## src/rtl/pwrup_seq.sv

```systemverilog
module pwrup_seq #(
  parameter int WAIT_TICKS = 10
) (
  input  logic clk,
  input  logic rst_n,
  input  logic tick,
  input  logic sel_pin,
  input  logic cfg_cpen,
  input  logic cfg_pdn,
  output logic spi_mode,
  output logic ctl_mode,
  output logic running,
  output logic start_pulse
);
  localparam int CW = $clog2(WAIT_TICKS + 1);
  localparam logic [CW-1:0] LIMIT = CW'(WAIT_TICKS);

  logic [2:0]    pin_sh;
  logic [CW-1:0] wait_cnt;
  logic          wait_done;
  logic          pin_fall;
  logic          go;

  assign pin_fall  = pin_sh[2] & ~pin_sh[1];
  assign wait_done = (wait_cnt == LIMIT);
  assign go        = wait_done & ~(ctl_mode & cfg_pdn);

  always_ff @(posedge clk or negedge rst_n) begin
    if (!rst_n) begin
      pin_sh   <= '0;
      spi_mode <= 1'b0;
    end else begin
      pin_sh <= {pin_sh[1:0], sel_pin};
      if (pin_fall) spi_mode <= 1'b1;
    end
  end

  always_ff @(posedge clk or negedge rst_n) begin
    if (!rst_n)
      wait_cnt <= '0;
    else if (tick && !wait_done)
      wait_cnt <= wait_cnt + 1'b1;
  end

  always_ff @(posedge clk or negedge rst_n) begin
    if (!rst_n) begin
      ctl_mode    <= 1'b0;
      running     <= 1'b0;
      start_pulse <= 1'b0;
    end else begin
      ctl_mode    <= cfg_cpen;
      running     <= go;
      start_pulse <= go & ~running;
    end
  end
endmodule

```

## config.mk

```make
export PLATFORM = sky130hd
export DESIGN_NAME = pwrup_seq
export DESIGN_NICKNAME = d
export VERILOG_FILES = /design/src/rtl/pwrup_seq.sv
export SDC_FILE = /design/constraint.sdc
export NUM_CORES = 1
export LEC_CHECK = 0
export BUFFER_PORTS_ARGS = -buffer_cell sky130_fd_sc_hd__buf_4
export CORE_AREA = 2 2 39 41
export DETAILED_ROUTE_END_ITERATION = 16
export DIE_AREA = 0 0 41 43
export GPL_ROUTABILITY_DRIVEN = 0
export PLACE_DENSITY_LB_ADDON = 0.2
export SETUP_SLACK_MARGIN = 0.2
export SYNTH_ARGS = -nofsm -noshare
export SYNTH_HDL_FRONTEND = slang
export SYNTH_SLANG_ARGS = --single-unit
```

## constraint.sdc

```tcl
create_clock -name clk -period 2.2 [get_ports clk]
set_input_delay 0.22 -clock clk [delete_from_list [all_inputs] [get_ports clk]]
set_output_delay 0.22 -clock clk [all_outputs]
set_load 0.05 [all_outputs]
```

# After elaboration in Yosys (flattened, before gate mapping)

Cells that the tools add are included.

Output and inout port bits: 4
Bits in latches: 0
Memories: 0
Word-level logic and storage cells: 17
Memory bits (writable): 0
Register bits: 11
Memory bits (read-only): 0

Divide/modulo/power cells: 0
Eq/ne operators: 1
Shift-type cells: 0
Reductions and logical operators: 2
$lt $le $gt $ge: 0
Muxes and demuxes: 0
Bitwise gates (word level): 7
$mul: 0
Add/subtract/negate cells: 1

Operator list:

| cell                  | number |
|---|---|
| $add A4 B1 Y4 const B | 1 |
| $and A1 B1 Y1         | 4 |
| $eq A4 B4 Y1 const B  | 1 |
| $not A1 Y1            | 3 |
| $logic_and A1 B1 Y1   | 1 |
| $logic_not A1 Y1      | 1 |

# Logic depth before layout (Yosys ltp)

Depth in word-level cells: 4
Depth in mapped cells: 5
Gate-level depth less buffers: 5

# Worst setup path after synthesis

OpenSTA, ideal clock, no wires.

Kind: flip-flop to flip-flop
Start: register wait_cnt[0]
End: register wait_cnt[1]
Arrival: 988 ps
Clock period less this slack: 1067 ps
Setup slack: 1133 ps
Stages on the path, launching flop included: 6
Cell sequence: dfrtp_1 > inv_1 > ha_1 > nand3b_4 > nand2_2 > mux2i_1

Longest elaborated chain between the ends: 3

Ends and longest elaborated chain:

| what                                                  | RTL line | source |
|---|---|---|
| start, declared                                       | 19       | `logic [CW-1:0] wait_cnt;` |
| start signal, assigned                                | 42       | `wait_cnt <= wait_cnt + 1'b1;` |
| branches (longest 3 deep; another with $add A4 B1 Y4) | --       |  |

Parallel ways; which one is timed is not known.
A chain may end at the register's enable or synchronous reset.

# Worst setup path after layout

Same ends and word-level chain as after synthesis.

==> flow_metrics.py <==
metrics = {
    "outcome": {
        "outcome": "complete, no violations",
    },
    "detailed_routing": {
        "vias_per_cell": 4.29,
        "drt_iter0_drc": 0,
        "num_vias": 249,
        "avgRoutedWirePerCell_um": 10.1,
        "drt_first_pass_iters": 1,
        "routed_wl_um": 583,
        "ant_nets": 0,
        "route.detailed.drc": 0,
    },
    "worst_setup_path": {
        "r2r-start": "wait_cnt[0]",
        "critPathSlowestCell": "dfrtp_1",
        "arrival_ps": 1330,
        "rr_worst_depth": 5,
        "endpoint_kind": "flip-flop",
        "worstPathMaxFanout": 4,
        "rrSetupSlack_ps": 1050,
        "crit_family": "flip-flops",
        "crit_path_cell_trace": "inv_1 > ha_1 > nand3b_4 > nand2_2 > mux2i_1",
        "critical_path_class": "reg -> reg",
        "rr_endpoint": "wait_cnt[1]",
        "cp.buffers_inverters": 1,
        "worstPathRequired_ps": 2380,
        "start_kind": "flip-flop",
        "slowest_delay_ps": 420,
    },
    "final_layout": {
        "drive_gt1_share_pct": 38.1,
        "mostFrequentLayoutCells": "dfrtp_1 (11), buf_4 (9), inv_1 (3), clkbuf_4 (3)",
        "num-nets-final": 51,
        "utilization_pct": 39.0,
        "num_antenna_cells": 0,
        "fill_cells": 142,
        "syn_to_final_growth_pct": 29.8,
        "stdcell_count": 58,
        "design_area_um2": 539,
        "final_common_cell": "dfrtp_1",
    },
    "yosys": {
        "syn_inst": 28,
        "synthSimpleGateAreaFrac_pct": 10.8,
        "synth_xor_area_share_pct": 4.22,
        "ys_warn_count": 0,
        "avgSynthCellArea_um2": 14.8,
        "synth_fa_ha_area_share_pct": 6.02,
        "synth_area_um2": 415,
        "ys_seq_area_share_pct": 66.3,
        "synth_compound_area_share_pct": 7.53,
        "ys_ff_latch": 11,
        "synth_nets": 36,
        "synth_top_family_by_area": "simple AND/OR/NAND/NOR gates",
        "yosysUniqueCellTypes": 13,
        "synth_mux_area_share_pct": 2.41,
    },
    "timing": {
        "fin_tns_setup_ps": 0,
        "holdWs_ps": 63.2,
        "setup_viol": 0,
        "rsz0062_at_grt": "no",
        "final_max_slew_viol_count": 0,
        "finalHoldViolCount": 0,
        "finalCritPeriodShare_pct": 52.2,
        "slew_headroom_pct": 87.6,
        "fin_skew_ps": 3.67,
        "fin_crit_ps": 1150,
        "max_clock_freq_mhz": 872,
        "tightestPinTransition_ps": 184,
    },
    "cts": {
        "ctsResizeCount": 0,
        "cts_tree": "yes",
        "clk_pin_slew_ps": 70,
        "htree_levels": 1,
        "clk-insertion-delay-late_ps": 260,
        "clockRootBuffer": "clkbuf_4",
        "numClockSinks": 11,
        "cts-buffers-inserted": 3,
        "clock_path_buffers": 2,
        "postCtsSetupBuffers": 0,
    },
    "worst_hold_path": {
        "worstHoldPathType": "in -> reg",
        "hold_start": "sel_pin",
        "hold_depth": 1,
        "worstHoldEndpoint": "pin_sh[0]",
    },
    "placed_design": {
        "dp.cells": 53,
        "placed_area_um2": 503,
        "port_buffers": 9,
    },
    "floorplanning": {
        "placement_rows": 14,
        "die_y_um": 43,
        "pin_count": 10,
        "die-area_um2": 1760,
        "die_x_um": 41,
        "core_area_um2": 1380,
        "start_util_pct": 30.0,
    },
    "global_routing": {
        "grt_first_pass_wirelength_um": 1000,
        "grt_start_max_net_pins": 12,
        "grt_use_total_pct": 9.07,
        "grt_pass1_vias": 245,
        "antenna_found_initial": 0,
        "grt_overflow": 0,
    },
    "power_and_ir_drop": {
        "power_density_nw_per_um2": 1130,
        "vdd_drop_max_uv": 407,
        "p_leak_uw": 0.000277,
    },
    "run": {
        "maxCapViolCount": 0,
    },
}
-- state kept, by name, indices dropped and copies added, names as in the netlist --
register,count
wait_cnt,4
pin_sh,3
ctl_mode,1
running,1
spi_mode,1
start_pulse,1
-- timing repair --
| action | CTS | global route |
|---|---|---|
| endpoints found under the hold margin | 11 | 0 |
| endpoints found under the setup margin | 0 | 0 |
| hold buffers | 1 | 0 |
-- kinds of logic after synthesis --
family	after synthesis
adders and majority gates	2
AOI/OAI and AO/OA	4
DFF	11
xor gates and xnor gates	2
muxes	1
and+or+nand+nor	5
buffers and inverters	3
-- where the power goes --
group	internal, µW	switching, µW
Combinational	86.2	89.7
Clock	70.0	60.3
Sequential	253	49.5
-- through the flow --
step                worst slack, ps  total power [µW]
floorplan                      1130               433
global placement               1090               474
detailed placement             1040               484
CTS                            1030               624
global route                    985               658
finish                         1050               608
-- layer usage --
layer / GRT usage (%) / vias to the layer above / share of wire, %
li1: - / 120 / -
met1: 10.1 / 120 / 42
met2: 11.9 / 9 / 49
met3: 9.42 / 0 / 9.1
met4: 2.00 / 0 / 0
met5: 0 / - / 0
-- cell usage after synthesis --
library cell / count / area (µm²)
dfrtp_1: 11 / 275
nand4_1: 1 / 6.26
a211oi_1: 1 / 7.51
ha_1: 2 / 25.0
nor2b_2: 1 / 8.76
xnor2_1: 2 / 17.5
a21o_1: 2 / 15.0
nand3b_4: 1 / 20.0
nand2_1: 1 / 3.75
a21oi_2: 1 / 8.76
inv_1: 3 / 11.3
mux2i_1: 1 / 10.0
nand2_2: 1 / 6.26
-- how the worst max path moves through the flow --
stage                startpoint     endpoint  cells after the start
finish              wait_cnt[0]  wait_cnt[1]                      5
global route        wait_cnt[0]  wait_cnt[1]                      5
CTS                 wait_cnt[0]  wait_cnt[1]                      5
detailed placement  wait_cnt[0]  wait_cnt[1]                      5
floorplan           wait_cnt[0]  wait_cnt[1]                      5
global placement    wait_cnt[0]  wait_cnt[1]                      5
-- final cells by class --
cell class,instances,area [µm²],share of cell area [%]
sequential,11,275,51.0
multi-input combinational,14,129,23.9
timing repair buffer,10,77.6,14.4
clock buffer,4,26.3,4.87
tap,16,20.0,3.71
inverter,3,11.3,2.09
(Power assumes the default switching activity.)
